`config.mk`:
```
export PLATFORM = sky130hd
export DESIGN_NAME = selfclk_wake_ctrl
export DESIGN_NICKNAME = d
export VERILOG_FILES = /design/src/rtl/selfclk_pkg.sv /design/src/rtl/selfclk_regs.sv /design/src/rtl/selfclk_fsm.sv /design/src/rtl/selfclk_wake_ctrl.sv
export SDC_FILE = /design/constraint.sdc
export NUM_CORES = 1
export LEC_CHECK = 0
export ABC_CLOCK_PERIOD_IN_PS = 2850
export BUFFER_PORTS_ARGS = -buffer_cell sky130_fd_sc_hd__buf_2
export CORE_AREA = 10 10 47 49
export CTS_CLUSTER_SIZE = 16
export DETAILED_ROUTE_END_ITERATION = 6
export DIE_AREA = 0 0 57 59
export PLACE_DENSITY_LB_ADDON = 0.15
export SLEW_MARGIN = 20
export SYNTH_ARGS = -nofsm -noshare
export SYNTH_HDL_FRONTEND = slang
export SYNTH_HIERARCHICAL = 1
export SYNTH_SLANG_ARGS = --single-unit
export TNS_END_PERCENT = 50
```
`constraint.sdc`:
```
create_clock -name clk -period 2.85 [get_ports clk]
set_clock_uncertainty 0.1 [all_clocks]
set_input_delay 0.57 -clock clk [delete_from_list [all_inputs] [get_ports clk]]
set_output_delay 0.57 -clock clk [all_outputs]
set_load 0.05 [all_outputs]
```
`src/rtl/selfclk_pkg.sv`:
```
package selfclk_pkg;

  localparam int STATE_W = 3;

  typedef enum logic [STATE_W-1:0] {
    ST_RUN     = 3'd0,  // crystal clock selected
    ST_STOP    = 3'd1,  // full stop, oscillator parked
    ST_WAKECHK = 3'd2,  // ordinary wake, quality check running
    ST_SCHOLD  = 3'd3,  // fast wake hold, oscillator parked
    ST_SCCHK   = 3'd4   // self-clock with recovery check running
  } clkState_e;

  // strobes from control to the register datapath
  typedef struct packed {
    logic setFlag;      // raise the sticky flag this cycle
    logic inSelfClock;  // self-clock currently in use
  } ctlStrobe_t;

endpackage

```
`src/rtl/selfclk_regs.sv`:
```
module selfclk_regs
  import selfclk_pkg::*;
(
  input  logic       clk,
  input  logic       rstN,
  input  logic       specialMode,
  input  logic       scEnWrStb,
  input  logic       scEnWrData,
  input  logic       fastWkWrStb,
  input  logic       fastWkWrData,
  input  logic       flagClrStb,
  input  ctlStrobe_t ctl,
  output logic       scEn,
  output logic       fastWk,
  output logic       scFlag
);

  logic lockQ;
  logic scEnQ;
  logic fastWkQ;
  logic flagQ;
  logic scEnAccept;

  // normal mode honours the lock; clearing is refused while on the self-clock
  always_comb begin
    scEnAccept = scEnWrStb && (specialMode || !lockQ);
    if (ctl.inSelfClock && !scEnWrData) scEnAccept = 1'b0;
  end

  always_ff @(posedge clk or negedge rstN) begin
    if (!rstN) begin
      lockQ   <= 1'b0;
      scEnQ   <= 1'b0;
      fastWkQ <= 1'b0;
      flagQ   <= 1'b0;
    end else begin
      if (scEnAccept) begin
        scEnQ <= scEnWrData;
        if (!specialMode) lockQ <= 1'b1;
      end
      if (fastWkWrStb) fastWkQ <= fastWkWrData;
      if (ctl.setFlag)      flagQ <= 1'b1;
      else if (flagClrStb)  flagQ <= 1'b0;
    end
  end

  assign scEn   = scEnQ;
  assign fastWk = fastWkQ;
  assign scFlag = flagQ;

endmodule

```
`src/rtl/selfclk_fsm.sv`:
```
module selfclk_fsm
  import selfclk_pkg::*;
(
  input  logic       clk,
  input  logic       rstN,
  input  logic       scEn,
  input  logic       fastWk,
  input  logic       stopReq,
  input  logic       wakeEvt,
  input  logic       clkFail,
  input  logic       qcDone,
  input  logic       qcPass,
  output ctlStrobe_t ctl,
  output logic       selOsc,
  output logic       oscEn,
  output logic       monEn,
  output logic       qcStart,
  output logic       monResetReq,
  output logic       scMode
);

  clkState_e stateQ, stateD;
  logic qcStartQ, qcStartD;
  logic mrQ, mrD;
  logic setFlagD;

  always_comb begin
    stateD   = stateQ;
    qcStartD = 1'b0;
    mrD      = 1'b0;
    setFlagD = 1'b0;
    unique case (stateQ)
      ST_RUN: begin
        if (clkFail) begin
          if (scEn) begin
            stateD   = ST_SCCHK;
            qcStartD = 1'b1;
            setFlagD = 1'b1;
          end else begin
            mrD = 1'b1;
          end
        end else if (stopReq) begin
          stateD = ST_STOP;
        end
      end
      ST_STOP: begin
        if (wakeEvt) begin
          if (scEn && fastWk) begin
            stateD = ST_SCHOLD;
          end else begin
            stateD   = ST_WAKECHK;
            qcStartD = 1'b1;
          end
        end
      end
      ST_WAKECHK: begin
        if (qcDone) begin
          if (qcPass) stateD = ST_RUN;
          else        qcStartD = 1'b1;
        end
      end
      ST_SCHOLD: begin
        if (stopReq) begin
          stateD = ST_STOP;
        end else if (!fastWk) begin
          stateD   = ST_SCCHK;
          qcStartD = 1'b1;
        end
      end
      ST_SCCHK: begin
        if (stopReq) begin
          stateD = ST_STOP;
        end else if (qcDone) begin
          if (qcPass) begin
            stateD   = ST_RUN;
            setFlagD = 1'b1;
          end else begin
            qcStartD = 1'b1;
          end
        end
      end
      default: stateD = ST_RUN;
    endcase
  end

  always_ff @(posedge clk or negedge rstN) begin
    if (!rstN) begin
      stateQ   <= ST_RUN;
      qcStartQ <= 1'b0;
      mrQ      <= 1'b0;
    end else begin
      stateQ   <= stateD;
      qcStartQ <= qcStartD;
      mrQ      <= mrD;
    end
  end

  // Moore decode of the clock controls
  always_comb begin
    selOsc = 1'b0;
    oscEn  = 1'b0;
    monEn  = 1'b0;
    scMode = 1'b0;
    unique case (stateQ)
      ST_RUN:     begin selOsc = 1'b1; oscEn = 1'b1; monEn = 1'b1; end
      ST_STOP:    begin selOsc = 1'b1; end
      ST_WAKECHK: begin oscEn = 1'b1; end
      ST_SCHOLD:  begin scMode = 1'b1; end
      ST_SCCHK:   begin oscEn = 1'b1; monEn = 1'b1; scMode = 1'b1; end
      default:    begin selOsc = 1'b1; end
    endcase
  end

  assign qcStart         = qcStartQ;
  assign monResetReq     = mrQ;
  assign ctl.setFlag     = setFlagD;
  assign ctl.inSelfClock = scMode;

endmodule

```
`src/rtl/selfclk_wake_ctrl.sv`:
```
module selfclk_wake_ctrl
  import selfclk_pkg::*;
(
  input  logic clk,
  input  logic rstN,
  input  logic specialMode,
  input  logic scEnWrStb,
  input  logic scEnWrData,
  input  logic fastWkWrStb,
  input  logic fastWkWrData,
  input  logic flagClrStb,
  input  logic stopReq,
  input  logic wakeEvt,
  input  logic clkFail,
  input  logic qcDone,
  input  logic qcPass,
  output logic selOsc,
  output logic oscEn,
  output logic monEn,
  output logic qcStart,
  output logic monResetReq,
  output logic scMode,
  output logic scFlag
);

  ctlStrobe_t ctl;
  logic scEn;
  logic fastWk;

  selfclk_regs u_regs (
    .clk          (clk),
    .rstN         (rstN),
    .specialMode  (specialMode),
    .scEnWrStb    (scEnWrStb),
    .scEnWrData   (scEnWrData),
    .fastWkWrStb  (fastWkWrStb),
    .fastWkWrData (fastWkWrData),
    .flagClrStb   (flagClrStb),
    .ctl          (ctl),
    .scEn         (scEn),
    .fastWk       (fastWk),
    .scFlag       (scFlag)
  );

  selfclk_fsm u_fsm (
    .clk         (clk),
    .rstN        (rstN),
    .scEn        (scEn),
    .fastWk      (fastWk),
    .stopReq     (stopReq),
    .wakeEvt     (wakeEvt),
    .clkFail     (clkFail),
    .qcDone      (qcDone),
    .qcPass      (qcPass),
    .ctl         (ctl),
    .selOsc      (selOsc),
    .oscEn       (oscEn),
    .monEn       (monEn),
    .qcStart     (qcStart),
    .monResetReq (monResetReq),
    .scMode      (scMode)
  );

endmodule

```
## Word-level counts from Yosys, hierarchy flattened

Index checks and enable logic that the tools add are counted.

- Flip-flop bits (word level): 9
- Input port bits: 13
- Output and inout port bits: 7
- Logic and storage cells: 65

- Equal/unequal tests: 8
- Muxes and demuxes: 35
- Bitwise logic cells: 1
- Reductions and logical operators: 14

Operators by type and width:

| operator | number |
|---|---|
| 3-bit two-way mux | 9 |
| 1-bit two-way mux | 23 |
| 3-bit one-hot mux with 5 select lines | 1 |
| 3-bit != test (second input constant) | 3 |
| 3-bit by 2-bit equality test with 1-bit output (second input constant) | 2 |
| 3-bit OR reduction | 2 |
| 1-bit one-hot mux with 5 select lines | 1 |
| 4-bit AND reduction | 1 |
| 2-bit OR reduction | 2 |
| 3-bit by 1-bit equality test with 1-bit output (second input constant) | 1 |
| 3-bit equality test (second input constant) | 1 |
| 1-bit logical AND | 3 |
| 3-bit zero test | 1 |
| 1-bit zero test | 2 |
| 2-bit != test (second input constant) | 1 |
| 1-bit one-hot mux with 2 select lines | 1 |
| 2-bit AND reduction | 1 |
| 2-bit nonzero test | 1 |
| 1-bit logical OR | 1 |
| 1-bit inverter | 1 |

## Depth between registers and ports, before layout

- Depth after elaboration: 6
- Mapped depth: 6
- Gate-level depth less buffers: 4

## By module

Netlist, hierarchy kept.

Modules (own cells, without submodules):

| module | times used | cells each | area each (um^2) | seq. area each (um^2) |
|---|---|---|---|---|
| selfclk_fsm | 1 | 52 | 429.2 | 125.1 |
| selfclk_regs | 1 | 13 | 165.2 | 100.1 |

## Worst setup path after synthesis

No wires, ideal clock.

- Path kind: reg-to-output
- From: register u_fsm.stateQ[0]
- To: output selOsc
- Arrival time: 1.706 ns
- Required time: 2.180 ns
- Path slack: 0.474 ns
- Stages on the path, launching flop included: 3
- Buffers on the path: 0
- Cell sequence: dfrtp_1 > nor2_1 > a21oi_1

- Cells in the longest elaborated chain, start to end: 3
- Elaborated cells between the ends (all ways): 5
- Classes of those cells: eq/ne (3); mux (1); reduce/logical (1)

Ends and longest elaborated chain:

| item | RTL line | text |
|---|---|---|
| start: declaration | selfclk_fsm.sv:22 | `clkState_e stateQ, stateD;` |
| start signal: assignment | selfclk_fsm.sv:92 | `stateQ <= stateD;` |
| 3-bit by 2-bit equality test with 1-bit output or 3-bit equality test (tied branches) | selfclk_fsm.sv:104 | `unique case (stateQ)` |
| 3-bit OR reduction (no source line) (*) | - |  |
| 1-bit two-way mux (*) | selfclk_fsm.sv:104 |  |
| end: declaration | selfclk_wake_ctrl.sv:17 | `output logic selOsc,` |

Mark *: on every way between the ends. The rest lies on a longest branch, timed or not.

## Final worst setup path

- From: register u_fsm.stateQ[2]
- To: output scMode

- Cells in the longest elaborated chain, start to end: 3
- Elaborated cells between the ends (all ways): 4
- Classes of those cells: eq/ne (2); mux (1); reduce/logical (1)

Ends and longest elaborated chain:

| item | RTL line | text |
|---|---|---|
| 3-bit by 2-bit equality test with 1-bit output or 3-bit equality test (tied branches) | selfclk_fsm.sv:104 |  |
| 2-bit OR reduction (no source line) (*) | - |  |
| 1-bit two-way mux (*) | selfclk_fsm.sv:104 |  |
| end: declaration | selfclk_wake_ctrl.sv:22 | `output logic scMode,` |

Marks and branches as above.

==> results.toml <==
[logic_synthesis]
synthTopCellsByArea = "dfrtp_1 (38%), a21oi_1 (5.9%), nand2b_1 (4.2%), buf_4 (3.8%), nor2_1 (3.8%)"
syn-num-nets = 78
synth_ff_type = "dfrtp_1"
post_synth_num_cell_types = 30
yosysWarnings = 6
avgSynthCellArea_um2 = 9.14
synth_area_leader_cell = "dfrtp_1"
syn_inst = 65
synth-seq-cells = 9
synthArstFlopShare_pct = 100
netlist_area_um2 = 594
synth.top_cell.area_share_pct = 37.9
ys_seq_area_share_pct = 37.9
synth_edf_count = 0

[routing]
vias = 530
wl_met2_um = 608
wl_met3_um = 117
drc = 0
via_per_inst = 5.35
drt-total-wl_mm = 1.35
wl_per_cell_um = 13.6
ant_nets = 0
wl_met1_um = 611
drtIter0Drc = 12
first_pass_iters = 4
highest_layer = "met4"

[timing]
slew_headroom_pct = 73.2
slew_viol_final = 0
rsz0062_at_grt = "no"
tightest_slew_ns = 0.401
setup-tns-final_ns = 0
max_freq_mhz = 434
finalSetupViolCount = 0
finalCritPeriodShare_pct = 80.9
fin_crit_ns = 2.31
hold_viol_final = 0
fin_ws_ns = 0.544

[critical_path]
crit_end = "scMode"
path_max_fanout = 11
cp-startpoint = "u_fsm/stateQ[2]$_DFFE_PN0P_"
required_ns = 2.18
worstPathArrival_ns = 1.64
timing.rr.end = "u_regs/lockQ$_DFFE_PN0P_"
rrSetupSlack_ns = 1.23
reg2reg_depth = 4
crit_path_start_kind = "register"
r2r_start = "u_fsm/stateQ[2]$_DFFE_PN0P_"
path_class = "register to output port"
end_kind = "output port"

[placement]
dpl.hpwl_mm = 1.09
globalplace.congestion = 0.766
dp_cells = 95
place_ws_ns = 0.808
placed_area_um2 = 671
io_buffers = 19

[clock_network]
cts_buffer_depth = 2
post_cts_buffers = 0
htreeDepth = 1
insertion_delay_ns = 0.26
cts_num_sinks = 9
tritoncts = "done"
cts_buffers = 3
clk_pin_slew_ns = 0.06
cts-root-buf = "clkbuf_4"
ctsHoldBuffers = 0
post_cts_resized = 0

[outcome]
status = "finished clean"

[floorplanning]
die_h_um = 59
io_pins = 20
die-area_um2 = 3360
core_area_um2 = 1400
die_x_um = 57
rows = 14
start_util_pct = 42.4

[cells_and_area]
drive_gt1_share_pct = 33.7
syn2layout_area_growth_pct = 17.3
instances_no_fill = 99
fillers = 139
final_core_util_pct = 49.7
final_area_um2 = 697
antenna_cells = 0
final_nets = 97

[power_and_ir_drop]
vdd_drop_max_mv = 0.506
leakage_nw = 0.325
pwr_density_cell_nw_per_um2 = 1190

[global_route]
antenna_found_initial = 0
grt_max_degree = 15
grtUsageTotal_pct = 8.20
grt_pass1_wl_mm = 2.21
grt_overflow_total = 0
grt_pass1_vias = 509

[flow_run]
drv_cap = 0

[worst_hold_path]
hold_path_class = "input pin to async pin"
==> how the worst min path moves through the flow <==
stage	startpoint	to	slack, ns	cells after the start
floorplan	rstN	u_fsm/monResetReq$_DFF_PN0_	0.17	0
global placement	rstN	u_regs/scFlag$_DFFE_PN0P_	0.33	1
detailed placement	rstN	u_regs/scFlag$_DFFE_PN0P_	0.33	1
CTS	rstN	u_fsm/qcStart$_DFF_PN0_	0.05	1
global route	rstN	u_fsm/stateQ[0]$_DFFE_PN0P_	0.06	1
finish	rstN	u_fsm/qcStart$_DFF_PN0_	0.05	1
==> per-stage QoR <==
| step | power [mW] | hold slack (ns) |
|---|---|---|
| 3_5_place_dp | 0.738 | 0.333 |
| 2_1_floorplan | 0.668 | 0.174 |
| 5_1_grt | 0.882 | 0.0567 |
| 4_1_cts | 0.840 | 0.0488 |
| 6_report | 0.831 | 0.0533 |
| 3_3_place_gp | 0.737 | 0.331 |
==> layout make-up <==
class,count,area [um2],share of cell area [%]
Inverter,3,11.3,1.62
Sequential cell,9,225,32.3
Multi-Input combinational cell,48,319,45.8
Tap cell,16,20.0,2.87
Clock buffer,4,26.3,3.77
Timing Repair Buffer,19,95.1,13.6
==> cells in the mapped netlist (2+ instances only) <==
master    count
o21ai_0       2
buf_4         3
inv_1         3
nor2_1        6
nand3b_1      2
a21oi_1       7
nand3_1       2
nand2_1       4
dfrtp_1       9
nor2b_1       3
nand2b_1      4
o21ai_2       2
==> critical path, stage by stage, from the launching register on <==
cell     delay, ns
dfrtp_1       0.57
or3b_1        0.40
o21ai_2       0.11
buf_2         0.30
==> placed cells by master, fill, tap and decap left out, types with 2 or more instances in the layout <==
master / count
clkbuf_4: 3
dfrtp_1: 9
nand2_1: 4
nand3b_1: 2
a21oi_1: 7
buf_2: 19
o21ai_0: 2
nand2b_1: 4
inv_1: 3
nor2b_1: 3
nand3_1: 2
o21ai_2: 2
nor2_1: 6
==> cell families (layout without fill, tap and decap cells) <==
| logic type | count (synthesis) | count (layout) | share of synthesized area, % |
|---|---|---|---|
| muxes | 2 | 2 | 3.58 |
| DFF | 9 | 9 | 37.9 |
| AOI/OAI and AO/OA | 20 | 20 | 25.1 |
| buffers and inverters | 8 | 26 | 8.42 |
| and+or+nand+nor | 26 | 26 | 25.1 |
==> sequential cells by signal, indices dropped and copies added, names as in the netlist <==
signal / flops
u_regs/lockQ: 1
u_regs/fastWk: 1
u_fsm/stateQ: 3
u_regs/scEn: 1
u_fsm/monResetReq: 1
u_fsm/qcStart: 1
u_regs/scFlag: 1
==> layer usage <==
| layer | vias up | GRT usage, % |
|---|---|---|
| met2 | 21 | 11.2 |
| met5 | - | 0 |
| met1 | 237 | 10.2 |
| li1 | 270 | - |
| met3 | 2 | 3.65 |
| met4 | 0 | 5.03 |
==> report_power, final <==
part	internal, mW	total, mW	leakage, nW	switching, mW
sequential	0.169	0.247	0.111	0.0778
combinational	0.151	0.485	0.199	0.335
clock	0.0540	0.0982	0.0150	0.0443
Power figures use the tool's default switching activity.
